<file path="src/rtl/tsr_pkg.sv">
package tsr_pkg;

    localparam int DW   = 8;
    localparam int NCH  = 4;
    localparam int CH_W = $clog2(NCH);

    localparam logic [DW-1:0] HI_RST  = 8'h55;
    localparam logic [DW-1:0] LO_RST  = 8'h00;
    localparam logic [DW-1:0] TMP_RST = 8'h00;
    localparam logic [DW-1:0] FILL    = 8'hFF;

    localparam logic [DW-1:0] DEVID_BASE = 8'h21;
    localparam logic [DW-1:0] DEVID_ALT  = 8'h25;
    localparam logic [DW-1:0] MFR_CODE   = 8'h5D;
    localparam logic [DW-1:0] REV_CODE   = 8'h04;

    typedef enum logic [2:0] {
        RK_NONE,
        RK_TEMP,
        RK_HI,
        RK_LO,
        RK_DEVID,
        RK_MFR,
        RK_REV
    } reg_kind_e;

    typedef struct packed {
        reg_kind_e         kind;
        logic [CH_W-1:0]   ch;
    } reg_sel_t;

    typedef enum logic [1:0] {
        BC_FIRST,
        BC_SECOND,
        BC_DONE
    } byte_pos_e;

    function automatic reg_sel_t sel_make(reg_kind_e k, int c);
        reg_sel_t s;
        s.kind = k;
        s.ch   = CH_W'(c);
        return s;
    endfunction

    // Sparse address map; channel order of each group is fixed by the bus map.
    function automatic reg_sel_t map_addr(logic [DW-1:0] a);
        reg_sel_t s;
        case (a)
            8'h00:   s = sel_make(RK_TEMP, 0);
            8'h01:   s = sel_make(RK_TEMP, 1);
            8'h23:   s = sel_make(RK_TEMP, 2);
            8'h2A:   s = sel_make(RK_TEMP, 3);
            8'h05:   s = sel_make(RK_HI, 0);
            8'h06:   s = sel_make(RK_LO, 0);
            8'h07:   s = sel_make(RK_HI, 1);
            8'h08:   s = sel_make(RK_LO, 1);
            8'h15:   s = sel_make(RK_HI, 2);
            8'h16:   s = sel_make(RK_LO, 2);
            8'h2C:   s = sel_make(RK_HI, 3);
            8'h2D:   s = sel_make(RK_LO, 3);
            8'hFD:   s = sel_make(RK_DEVID, 0);
            8'hFE:   s = sel_make(RK_MFR, 0);
            8'hFF:   s = sel_make(RK_REV, 0);
            default: s = sel_make(RK_NONE, 0);
        endcase
        return s;
    endfunction

    function automatic logic sel_writable(reg_sel_t s);
        return (s.kind == RK_HI) || (s.kind == RK_LO);
    endfunction

endpackage

</file>
<file path="src/rtl/tsr_xact.sv">
module tsr_xact
    import tsr_pkg::*;
(
    input  logic          clk,
    input  logic          rst,
    input  logic          ev_wr_start,
    input  logic          ev_rd_start,
    input  logic          ev_stop,
    input  logic          rx_valid,
    input  logic [DW-1:0] rx_data,
    input  logic          tx_req,
    input  logic          rd_hit,
    input  logic [DW-1:0] rd_val,
    output logic [DW-1:0] ptr,
    output logic          wr_en,
    output logic [DW-1:0] wr_data,
    output logic [DW-1:0] hold,
    output logic          at_first
);

    byte_pos_e pos_q;
    logic [DW-1:0] ptr_q;
    logic [DW-1:0] hold_q;
    logic any_ev;

    assign any_ev   = ev_wr_start | ev_rd_start | ev_stop;
    assign ptr      = ptr_q;
    assign hold     = hold_q;
    assign at_first = (pos_q == BC_FIRST);
    assign wr_en    = rx_valid && !any_ev && (pos_q == BC_SECOND);
    assign wr_data  = rx_data;

    always_ff @(posedge clk) begin
        if (rst) begin
            pos_q  <= BC_FIRST;
            ptr_q  <= '0;
            hold_q <= '0;
        end else if (any_ev) begin
            pos_q <= BC_FIRST;
            if (ev_rd_start && rd_hit) begin
                hold_q <= rd_val;
            end
        end else if (rx_valid) begin
            case (pos_q)
                BC_FIRST: begin
                    ptr_q <= rx_data;
                    pos_q <= BC_SECOND;
                end
                BC_SECOND: pos_q <= BC_DONE;
                default:   pos_q <= BC_DONE;
            endcase
        end else if (tx_req) begin
            pos_q <= (pos_q == BC_FIRST) ? BC_SECOND : BC_DONE;
        end
    end


    cnt_clr_chk: assert property (@(posedge clk) disable iff (rst)
        (ev_wr_start || ev_rd_start || ev_stop) |=> at_first);


    ptr_hold_chk: assert property (@(posedge clk) disable iff (rst)
        (!at_first && rx_valid && !any_ev) |=> $stable(ptr_q));


    hold_keep_chk: assert property (@(posedge clk) disable iff (rst)
        (ev_rd_start && !rd_hit) |=> $stable(hold_q));


    hold_load_chk: assert property (@(posedge clk) disable iff (rst)
        (ev_rd_start && rd_hit) |=> (hold_q == $past(rd_val)));

endmodule

</file>
<file path="src/rtl/tsr_regbank.sv">
module tsr_regbank
    import tsr_pkg::*;
#(
    parameter logic [DW-1:0] DEV_ID = DEVID_BASE
) (
    input  logic            clk,
    input  logic            rst,
    input  logic            wr_en,
    input  reg_sel_t        wr_sel,
    input  logic [DW-1:0]   wr_data,
    input  logic            ld_en,
    input  logic [CH_W-1:0] ld_chan,
    input  logic [DW-1:0]   ld_temp,
    input  reg_sel_t        rd_sel,
    output logic            rd_hit,
    output logic [DW-1:0]   rd_val
);

    logic [DW-1:0] temp_q [NCH];
    logic [DW-1:0] hi_q   [NCH];
    logic [DW-1:0] lo_q   [NCH];
    logic          wr_ok;

    assign wr_ok = wr_en && sel_writable(wr_sel);

    for (genvar g = 0; g < NCH; g++) begin : g_chan
        logic ld_here;
        logic wr_here;

        assign ld_here = ld_en && (ld_chan == CH_W'(g));
        assign wr_here = wr_ok && (wr_sel.ch == CH_W'(g));

        always_ff @(posedge clk) begin
            if (rst) begin
                temp_q[g] <= TMP_RST;
                hi_q[g]   <= HI_RST;
                lo_q[g]   <= LO_RST;
            end else begin
                if (ld_here) begin
                    temp_q[g] <= ld_temp;
                end
                if (wr_here && wr_sel.kind == RK_HI) begin
                    hi_q[g] <= wr_data;
                end
                if (wr_here && wr_sel.kind == RK_LO) begin
                    lo_q[g] <= wr_data;
                end
            end
        end


        temp_ro_chk: assert property (@(posedge clk) disable iff (rst)
            !(ld_en && ld_chan == CH_W'(g)) |=> $stable(temp_q[g]));


        temp_ld_chk: assert property (@(posedge clk) disable iff (rst)
            (ld_en && ld_chan == CH_W'(g)) |=> (temp_q[g] == $past(ld_temp)));


        lim_guard_chk: assert property (@(posedge clk) disable iff (rst)
            !wr_en |=> ($stable(hi_q[g]) && $stable(lo_q[g])));
    end

    always_comb begin
        rd_hit = 1'b1;
        rd_val = '0;
        case (rd_sel.kind)
            RK_TEMP:  rd_val = temp_q[rd_sel.ch];
            RK_HI:    rd_val = hi_q[rd_sel.ch];
            RK_LO:    rd_val = lo_q[rd_sel.ch];
            RK_DEVID: rd_val = DEV_ID;
            RK_MFR:   rd_val = MFR_CODE;
            RK_REV:   rd_val = REV_CODE;
            default:  rd_hit = 1'b0;
        endcase
    end

endmodule

</file>
<file path="src/rtl/thermo_reg_target.sv">
module thermo_reg_target
    import tsr_pkg::*;
#(
    parameter bit ALT_VARIANT = 1'b0
) (
    input  logic       clk,
    input  logic       rst,
    input  logic       ev_wr_start,
    input  logic       ev_rd_start,
    input  logic       ev_stop,
    input  logic       rx_valid,
    input  logic [7:0] rx_data,
    input  logic       tx_req,
    output logic [7:0] tx_data,
    input  logic       ld_en,
    input  logic [1:0] ld_chan,
    input  logic [7:0] ld_temp
);

    localparam logic [DW-1:0] DEV_CODE = ALT_VARIANT ? DEVID_ALT : DEVID_BASE;

    logic [DW-1:0] ptr;
    logic          wr_en;
    logic [DW-1:0] wr_data;
    logic [DW-1:0] hold;
    logic          at_first;
    logic          rd_hit;
    logic [DW-1:0] rd_val;
    reg_sel_t      cur_sel;

    assign cur_sel = map_addr(ptr);

    tsr_xact i_xact (
        .clk         (clk),
        .rst         (rst),
        .ev_wr_start (ev_wr_start),
        .ev_rd_start (ev_rd_start),
        .ev_stop     (ev_stop),
        .rx_valid    (rx_valid),
        .rx_data     (rx_data),
        .tx_req      (tx_req),
        .rd_hit      (rd_hit),
        .rd_val      (rd_val),
        .ptr         (ptr),
        .wr_en       (wr_en),
        .wr_data     (wr_data),
        .hold        (hold),
        .at_first    (at_first)
    );

    tsr_regbank #(
        .DEV_ID (DEV_CODE)
    ) i_bank (
        .clk     (clk),
        .rst     (rst),
        .wr_en   (wr_en),
        .wr_sel  (cur_sel),
        .wr_data (wr_data),
        .ld_en   (ld_en),
        .ld_chan (ld_chan),
        .ld_temp (ld_temp),
        .rd_sel  (cur_sel),
        .rd_hit  (rd_hit),
        .rd_val  (rd_val)
    );

    assign tx_data = at_first ? hold : FILL;


    pad_fill_chk: assert property (@(posedge clk) disable iff (rst)
        (tx_req && !ev_rd_start && !ev_wr_start && !ev_stop) |=> (tx_data == FILL));


    rst_state_chk: assert property (@(posedge clk)
        rst |=> (tx_data == 8'h00));

endmodule

</file>
<file path="config.mk">
export PLATFORM = sky130hd
export DESIGN_NAME = thermo_reg_target
export DESIGN_NICKNAME = d
export VERILOG_FILES = /design/src/rtl/tsr_pkg.sv /design/src/rtl/tsr_xact.sv /design/src/rtl/tsr_regbank.sv /design/src/rtl/thermo_reg_target.sv
export SDC_FILE = /design/constraint.sdc
export NUM_CORES = 1
export LEC_CHECK = 0
export ABC_AREA = 1
export CORE_MARGIN = 10
export CORE_UTILIZATION = 64
export CTS_BUF_LIST = sky130_fd_sc_hd__clkbuf_16
export CTS_CLUSTER_SIZE = 10
export DETAILED_ROUTE_END_ITERATION = 10
export DONT_BUFFER_PORTS = 1
export GPL_ROUTABILITY_DRIVEN = 0
export GPL_TIMING_DRIVEN = 0
export PLACE_DENSITY = 0.85
export SYNTH_ARGS = -nofsm -noshare
export SYNTH_HDL_FRONTEND = slang
export SYNTH_SLANG_ARGS = --single-unit
export TNS_END_PERCENT = 20
</file>
<file path="constraint.sdc">
create_clock -name clk -period 2.5 [get_ports clk]
set_input_delay 0.5 -clock clk [delete_from_list [all_inputs] [get_ports clk]]
set_output_delay 0.5 -clock clk [all_outputs]
set_load 0.005 [all_outputs]
</file>
* Word level (Yosys, flattened, before mapping)
Memories as Yosys holds them, arrays and structs flattened.
Cells that the tools add are included.
** Word-level totals
- Register bits :: 18
- RAM bits :: 96
- Word-level logic and storage cells :: 136
- Input port bits :: 26
- Output and inout bits :: 8
- Memories kept :: 3
** Memories
- i_bank.hi_q :: words 4, width 8, read ports 1, clocked after Yosys merged registers in 0, wr ports 4, RTL line tsr_regbank.sv:20 : logic [DW-1:0] hi_q [NCH];
- i_bank.lo_q :: words 4, width 8, read ports 1, clocked after Yosys merged registers in 0, wr ports 4, RTL line tsr_regbank.sv:21 : logic [DW-1:0] lo_q [NCH];
- i_bank.temp_q :: words 4, width 8, read ports 1, clocked after Yosys merged registers in 0, wr ports 4, RTL line tsr_regbank.sv:19 : logic [DW-1:0] temp_q [NCH];
** Operators by class
- Equal/unequal tests :: 27
- Bitwise gates (word level) :: 15
- Mux-type cells :: 57
- Reductions and logical operators :: 31
** Operators with widths (number)
- 2-to-1 mux 8 bit :: 13
- case mux 5 bit (15 select lines) :: 1
- case mux 8 bit (6 select lines) :: 1
- 2-to-1 mux 1 bit :: 39
- equality test 8 x 6 -> 1 bit, second input constant :: 4
- equality test 8 x 3 -> 1 bit, second input constant :: 3
- equality test 8 bit, second input constant :: 3
- logical AND 1 bit :: 20
- equality test 8 x 5 -> 1 bit, second input constant :: 2
- bitwise OR 1 bit :: 14
- equality test 3 bit, second input constant :: 3
- equality test 2 bit, second input constant :: 4
- equality test 8 x 1 -> 1 bit, second input constant :: 1
- equality test 8 x 4 -> 1 bit, second input constant :: 1
- zero test 8 bit :: 1
- equality test 2 x 1 -> 1 bit, second input constant :: 3
- equality test 3 x 2 -> 1 bit, second input constant :: 2
- zero test 2 bit :: 3
- 2-to-1 mux 2 bit :: 3
- OR reduction 6 bit :: 1
- equality test 3 x 1 -> 1 bit, second input constant :: 1
- AND reduction 3 bit :: 1
- AND reduction 2 bit :: 1
- nonzero test 2 bit :: 1
- other kinds (4) :: 4

* Logic depth before layout (Yosys ltp)
Gate-level depths: netlist of run 1.
- Word-level depth :: 12
- Mapped depth :: 17
- Depth with buffers taken out :: 16

* Modules after synthesis
From an unflattened synthesis of run 1, not the netlist that was laid out.
** Second synthesis, totals
- Cells, all modules :: 755
- Area total of the unflattened synthesis :: 6004.5 um^2
** By module, submodules not included
- tsr_regbank :: sequential area each 2882.8 um^2, area each 4820.9 um^2, cells an instance 552, times used 1
- tsr_xact :: sequential area each 360.3 um^2, area each 789.5 um^2, cells an instance 109, times used 1
- thermo_reg_target :: sequential area each 0.0 um^2, area each 394.1 um^2, cells an instance 94, times used 1

* Worst setup path before layout of run 1
Ideal clock, no wire load.
- Path kind :: flip-flop to flip-flop
- From :: register i_xact.ptr_q[3], in the netlist i_xact.ptr[3]
- To :: memory i_bank.lo_q[1][0], enable pin
- Path slack :: 0.504 ns
- Buffers on the path :: 1
- Arrival time :: 1.666 ns
- Required time :: 2.171 ns
- Cell stages (with the launch flop) :: 14
- Period minus slack after synthesis :: 1.996 ns
- Library setup time :: 0.329 ns
- Cell sequence :: dfxtp_1 -> nand2_1 -> inv_1 -> nand2_1 -> inv_2 -> nand2_2 -> nand2_1 -> inv_2 -> nand3b_4 -> inv_2 -> buf_2 -> nand2_1 -> nor3_1 -> or2_1
** RTL lines
- from (decl) :: RTL line tsr_xact.sv:22 : logic [DW-1:0] ptr_q;
- from (signal assigned) :: RTL line tsr_xact.sv:46 : ptr_q <= rx_data;
- to (decl) :: RTL line tsr_regbank.sv:21

==> reports/metrics.csv, run 1 <==
stage,metric,value,unit
status,status,"complete, no violations",
sta,Pins Over Slew Limit,0,
detailed_routing,drt wl/cell,19.4,um
detailed_routing,final wirelength,15900,um
logic_synthesis,syn nets,705,
logic_synthesis,compound-cell area share of the yosys netlist,0.0325,
critical_path,flop2flop setup slack,0.07,ns
global_route,GR Overflow Total,0,
critical_path,Worst Path Arrival,2.68,ns
logic_synthesis,post-synth cell types,31,
global_route,initial antenna violation count,0,
detailed_routing,number of vias per cell,6.14,
floorplanning,DIE HEIGHT,114,um
floorplanning,FP Rows,34,
clock_network,htree depth,4,
critical_path,WP data required,2.75,ns
detailed_routing,Final ANT Viol Nets,0,
critical_path,r2r worst-path depth,14,
sta,Setup TNS Final,0,ns
logic_synthesis,synth top area cells,"edfxtp_1, nand2_1, nor2_1, dfxtp_1, nand3_1",
critical_path,Worst setup SP type,flop,
logic_synthesis,top-area cell type share of the netlist area,0.509,
clock_network,Clock Latency Late Sink,0.41,ns
logic_synthesis,register area share after synthesis,0.573,
logic_synthesis,simple-gate share of the synthesized area,0.347,
logic_synthesis,Post-synth ARST share,0,
power_and_ir_drop,pwr/cell area,825,nW/um^2
sta,min Tclk post-route,2.43,ns
final_layout,Antenna diodes,0,
logic_synthesis,synth warn,0,
clock_network,CTS Root Cell,clkbuf_16,
detailed_routing,drt drc,0,
logic_synthesis,mux contribution to synthesized area,0,
clock_network,CTS Buf Count,17,
place,hpwl dp,10200,um
final_layout,most frequent cells in the layout,"nand2_1, nor2_1, edfxtp_1, nand3_1, inv_1",
logic_synthesis,XOR/XNOR Fraction of Synth Area,0,
detailed_routing,total via count in the routed design,5031,
logic_synthesis,top_reg_cell synth,edfxtp_1,
final_layout,Nets,724,
power_and_ir_drop,Pleak,2.81,nW
sta,Tcrit/Tclk final,0.972,
min_path,Worst Hold Depth,2,
clock_network,CTS Hold Bufs,0,
critical_path,Crit Path Class,flop to flop,
sta,Finish-stage setup viols,0,
power_and_ir_drop,VDD IR-drop max,0.000800,V
min_path,HP Class,input pin to flop,
global_route,gr usage total,0.241,
clock_network,Worst-path clk slew,0.05,ns
job,Max-Cap Viols,0,
clock_network,number of setup buffers added after CTS,0,
floorplanning,Initial Util,0.653,
final_layout,"commonest non-fill, non-tap cell in the layout",nand2_1,
clock_network,clock buffer depth,2,
logic_synthesis,Syn Area/Cell,8.34,um^2
logic_synthesis,Yosys top cell by area,edfxtp_1,
logic_synthesis,"EDFF count, synth",96,
critical_path,CP max FO,10,
floorplanning,total I/O pin count,34,
final_layout,post-route insts no fill,819,
sta,endpoints failing hold,0,
sta,slew margin rel.,0.502,
global_route,vias in the first global route,4953,
floorplanning,Die Area,13000,um^2
clock_network,clk sinks,114,
sta,RSZ-0062 raised after global routing,yes,
global_route,largest net degree at the start of global routing,17,
critical_path,crit end category,flop,
sta,Clock Skew,0.00614,ns
final_layout,layout cell share with drive strength beyond 1,0.141,
logic_synthesis,synthesized cell area,5660,um^2
sta,worst-margin pin slew,0.747,ns
detailed_routing,drt first pass iters,7,
floorplanning,Die X,114,um
final_layout,synthesis-to-finish area growth,16.1,%
sta,FMAX,0.412,GHz
logic_synthesis,adder-cell area share of the yosys netlist,0,
place,IO Port Bufs,0,
logic_synthesis,Gate Count Post-Synth,679,
global_route,first-pass GRT wire length,24500,um
detailed_routing,DR iter-0 viols,748,
logic_synthesis,post-synthesis register bit count,114,
logic_synthesis,main combinational cell family by area after synthesis,simple AND/OR/NAND/NOR gates,
floorplanning,core area,8680,um^2
clock_network,CTS tree,yes,
place,Placed Cells,787,
==> registers in the layout (all words and copies together), names as in the netlist <==
signal / count
i_bank.hi_q: 32
i_bank.lo_q: 32
i_bank.temp_q: 32
i_xact.hold: 8
i_xact.pos_q: 2
i_xact.ptr: 8
==> synthesized netlist by cell type (2+ instances only) <==
master	number
or2_2	8
o21ai_0	13
edfxtp_1	96
nor2_2	12
nand3_1	44
nor2_1	109
buf_6	2
nor3_1	2
nor2_4	4
nor3_2	2
dfxtp_1	18
a21oi_1	15
nand2_2	4
inv_2	16
o21ai_1	6
inv_1	32
buf_2	4
nand2_1	261
nand4_1	11
clkbuf_1	9
==> cell families (layout without fill, tap and decap cells) <==
| group | Yosys count | in the layout |
|---|---|---|
| buffers and inverters | 66 | 98 |
| AOI/OAI and AO/OA | 36 | 36 |
| DFF | 114 | 114 |
| and+or+nand+nor | 463 | 463 |
==> worst paths after layout <==
kind                  start           endpoint
max           i_xact.ptr[7]  i_bank.hi_q[2][7]
min reg2reg  i_xact.hold[5]     i_xact.hold[5]
min              rx_data[4]      i_xact.ptr[4]
max reg2reg   i_xact.ptr[7]  i_bank.hi_q[2][7]
==> power by group <==
| part | switching (W) | leakage, nW | internal [W] |
|---|---|---|---|
| Sequential | 0.0000324 | 1.07 | 0.00214 |
| Combinational | 0.000298 | 1.41 | 0.000109 |
| Clock | 0.000877 | 0.334 | 0.00196 |
==> per-layer routing <==
layer	wire length, um	GRT usage
met1	5420	0.276
met2	7890	0.418
met3	1900	0.0577
met4	719	0.105
met5	0	0
==> critical path: stages, from the launching register on <==
cell,delay (ns)
dfxtp_1,0.37
inv_2,0.06
nand2_2,0.10
nor2_4,0.06
nand2_1,0.10
nand2_1,0.10
nor2_4,0.23
nand2_4,0.16
inv_4,0.15
nand2_1,0.15
nor2_4,0.17
nand2_1,0.15
nor2_4,0.20
inv_2,0.09
nor2_1,0.15
==> through the flow <==
step	utilization	hold slack [ns]	total power (W)	worst slack [ns]	cell area, um^2
2_1_floorplan	-	0.441	0.00248	0.504	5660
3_3_place_gp	0.668	0.451	0.00256	0.0704	5800
3_5_place_dp	0.668	0.454	0.00258	0.0234	5800
4_1_cts	0.748	0.289	0.00537	0.0210	6490
5_1_grt	0.758	0.311	0.00555	-0.109	6580
6_report	0.758	0.290	0.00542	0.0707	6580
==> timing repair <==
action,in CTS,in global routing
pin swaps,0,1
endpoints found under the setup margin,8,110
gates resized for setup,1,25
==> final cells by class <==
| type | instances | area, um^2 |
|---|---|---|
| multi-input combinational | 499 | 2230 |
| inverter | 50 | 194 |
| clock buffer | 17 | 425 |
| clock inverter | 15 | 263 |
| fill | 546 | 2100 |
| buffer | 16 | 83.8 |
| sequential | 114 | 3240 |
| tap | 108 | 135 |
Note: power is estimated with default switching activity, not from simulation.
==> run 2, diff against run 1 <==
- CORE_UTILIZATION: 64 -> 50
- PLACE_DENSITY: 0.85 -> 0.7
==> run 2 against run 1 <==
Effect of this change: sequential cell count is the same; design area fell by 0.44%; critical endpoint is now i_bank.hi_q[1][4]; highest routed layer unchanged; first-iteration DRC count shrank 26%; power shrank 6.0%; maximum frequency is 1.1% higher.
==> reports/metrics.csv, run 2 (same netlist as run 1, synthesis figures left out) <==
stage,metric,value,unit,change
floorplanning,FP Rows,38,,+12%
global_route,GR Overflow Total,0,,unchanged
status,status,"complete, no violations",,
min_path,hold path start,ev_stop,,
global_route,first-pass GRT wire length,23700,um,-3.2%
power_and_ir_drop,Pleak,2.80,nW,-0.41%
place,hpwl dp,10600,um,+3.7%
clock_network,Clock Latency Late Sink,0.42,ns,about the same
critical_path,crit end category,flop,,
detailed_routing,DR iter-0 viols,551,,-26%
critical_path,WP data required,2.57,ns,-0.18 ns
clock_network,CTS Buf Count,17,,unchanged
final_layout,most frequent cells in the layout,"nand2_1, nor2_1, edfxtp_1, nand3_1, inv_1",,
final_layout,final core occ,0.596,,-0.162
global_route,initial antenna violation count,0,,unchanged
global_route,gr usage total,0.185,,-0.0557
global_route,vias in the first global route,4647,,-6.2%
critical_path,RR Endpoint,i_bank.hi_q[1][4],,
sta,RSZ-0062 raised after global routing,yes,,
critical_path,Worst setup SP type,flop,,
clock_network,Worst-path clk slew,0.06,ns,about the same
power_and_ir_drop,total power,0.00510,W,-6.0%
critical_path,Worst Path Arrival,2.48,ns,-0.20 ns
final_layout,Nets,731,,+0.97%
detailed_routing,Final ANT Viol Nets,0,,unchanged
floorplanning,total I/O pin count,34,,unchanged
floorplanning,Die X,126,um,+11%
sta,Finish-stage setup viols,0,,unchanged
sta,Tcrit/Tclk final,0.961,,-0.0109
final_layout,largest registers,"i_bank.hi_q (32), i_bank.lo_q (32), i_bank.temp_q (32)",,
clock_network,htree depth,4,,unchanged
detailed_routing,drt first pass iters,7,,unchanged
sta,post-route setup slack,0.0979,ns,+0.0271 ns
clock_network,clock buffer depth,2,,unchanged
job,Max-Cap Viols,0,,unchanged
final_layout,FILL cells,949,,+74%
place,dpl cell area,5840,um^2,+0.69%
sta,Pins Over Slew Limit,0,,unchanged
min_path,HP Class,input pin to flop,,
clock_network,CTS Root Cell,clkbuf_16,,
min_path,Worst Hold Depth,3,,+1
floorplanning,Die Area,16000,um^2,+23%
critical_path,r2r worst-path depth,11,,-3
critical_path,flop2flop setup slack,0.1,ns,+0.03 ns
critical_path,Reg-to-Reg Start,i_xact.ptr[6],,
floorplanning,DIE HEIGHT,126,um,+11%
clock_network,CTS tree,yes,,
final_layout,post-route insts no fill,858,,+4.8%
sta,endpoints failing hold,0,,unchanged
detailed_routing,drt drc,0,,unchanged
detailed_routing,number of vias per cell,5.56,,-9.5%
min_path,WHS Endpoint,i_xact.pos_q[1],,
final_layout,Antenna diodes,0,,unchanged
sta,worst-margin pin slew,0.771,ns,+0.0239 ns
critical_path,Crit Path Class,flop to flop,,
floorplanning,Initial Util,0.516,,-0.137
place,Placed Cells,819,,+4.1%
final_layout,cell area after layout,6550,um^2,-0.44%
power_and_ir_drop,pwr/cell area,778,nW/um^2,-5.6%
sta,FMAX,0.416,GHz,+1.1%
power_and_ir_drop,VDD IR-drop max,0.000531,V,-34%
detailed_routing,drt wl/cell,17.2,um,-12%
critical_path,CP max FO,9,,-1
global_route,largest net degree at the start of global routing,17,,unchanged
detailed_routing,final wirelength,14800,um,-7.3%
sta,Clock Skew,0.00666,ns,+0.000524 ns
final_layout,"commonest non-fill, non-tap cell in the layout",nand2_1,,
sta,slew margin rel.,0.486,,-0.0159
place,DP Worst Slack,-0.000435,ns,-0.0239 ns
detailed_routing,total via count in the routed design,4769,,-5.2%
sta,min Tclk post-route,2.40,ns,-0.0271 ns
clock_network,clk sinks,114,,unchanged
floorplanning,core area,11000,um^2,+27%
place,IO Port Bufs,0,,unchanged
final_layout,layout cell share with drive strength beyond 1,0.139,,-0.00137
final_layout,synthesis-to-finish area growth,15.6,%,
==> run 2: changes by cell type in the layout (fill, tap and decap cells not counted), moves of 2 or more <==
cell        change
clkinvlp_4      +2
nor2_4          -3
nand2_2         -3
inv_6           -2
buf_4           +7
nor2_2          +3
bufinv_16       -3
nand2_1         +4
clkinv_4        +2
==> run 2: per-stage QoR <==
step	TNS (ns)	hold slack (ns)
final	0	0.268
after global routing	-2.23	0.281
after CTS	0	0.268
after detailed placement	-0.00177	0.458
after global placement	0	0.454
after floorplan	0	0.441
==> run 2: final cells by class <==
type | instances | area (um^2) | area share
Multi-Input combinational cell | 499 | 2180 | 0.333
Inverter | 50 | 194 | 0.0296
Clock inverter | 15 | 193 | 0.0294
Clock buffer | 17 | 425 | 0.0650
Timing Repair Buffer | 7 | 52.6 | 0.00803
Tap cell | 140 | 175 | 0.0268
Buffer | 16 | 82.6 | 0.0126
Sequential cell | 114 | 3240 | 0.495
==> run 2: how the worst max path moves through the flow <==
stage	from	endpoint	slack [ns]	cells past startpoint
floorplan	i_xact.ptr[3]	i_bank.lo_q[1][0]	0.50	13
global placement	i_xact.ptr[2]	i_bank.hi_q[2][3]	0.07	12
detailed placement	i_xact.ptr[3]	i_bank.lo_q[1][4]	-0.0004	13
CTS	i_xact.ptr[6]	i_bank.hi_q[2][3]	0.07	14
global route	i_xact.ptr[3]	i_bank.lo_q[2][5]	-0.08	11
finish	i_xact.ptr[6]	i_bank.hi_q[1][4]	0.1	11
==> run 2: what timing repair did <==
item	CTS	global route
setup buffers	0	7
resized for setup	2	10
hold buffers	0	0
pin swaps	0	2
endpoints found under the setup margin	12	108
==> run 2: critical path, stage by stage, from the launching register on <==
cell and delay (ns):
dfxtp_1 0.32, inv_2 0.08, nand2_2 0.09, nor2_2 0.24, nand2_1 0.10, nand2_1 0.12
nor2_4 0.09, nand2_4 0.15, inv_4 0.09, nor2_4 0.24, nand3b_1 0.18, nand2_1 0.34
==> run 2: per-layer routing <==
layer	vias up	wire length (um)	GRT usage
met5	-	0	0
li1	2259	-	-
met1	2269	6000	0.226
met3	30	1180	0.0575
met2	211	7240	0.301
met4	0	334	0.0690
==> run 2: power breakdown <==
group | internal [W] | switching (W)
clock | 0.00165 | 0.000867
combinational | 0.000113 | 0.000289
sequential | 0.00214 | 0.0000307
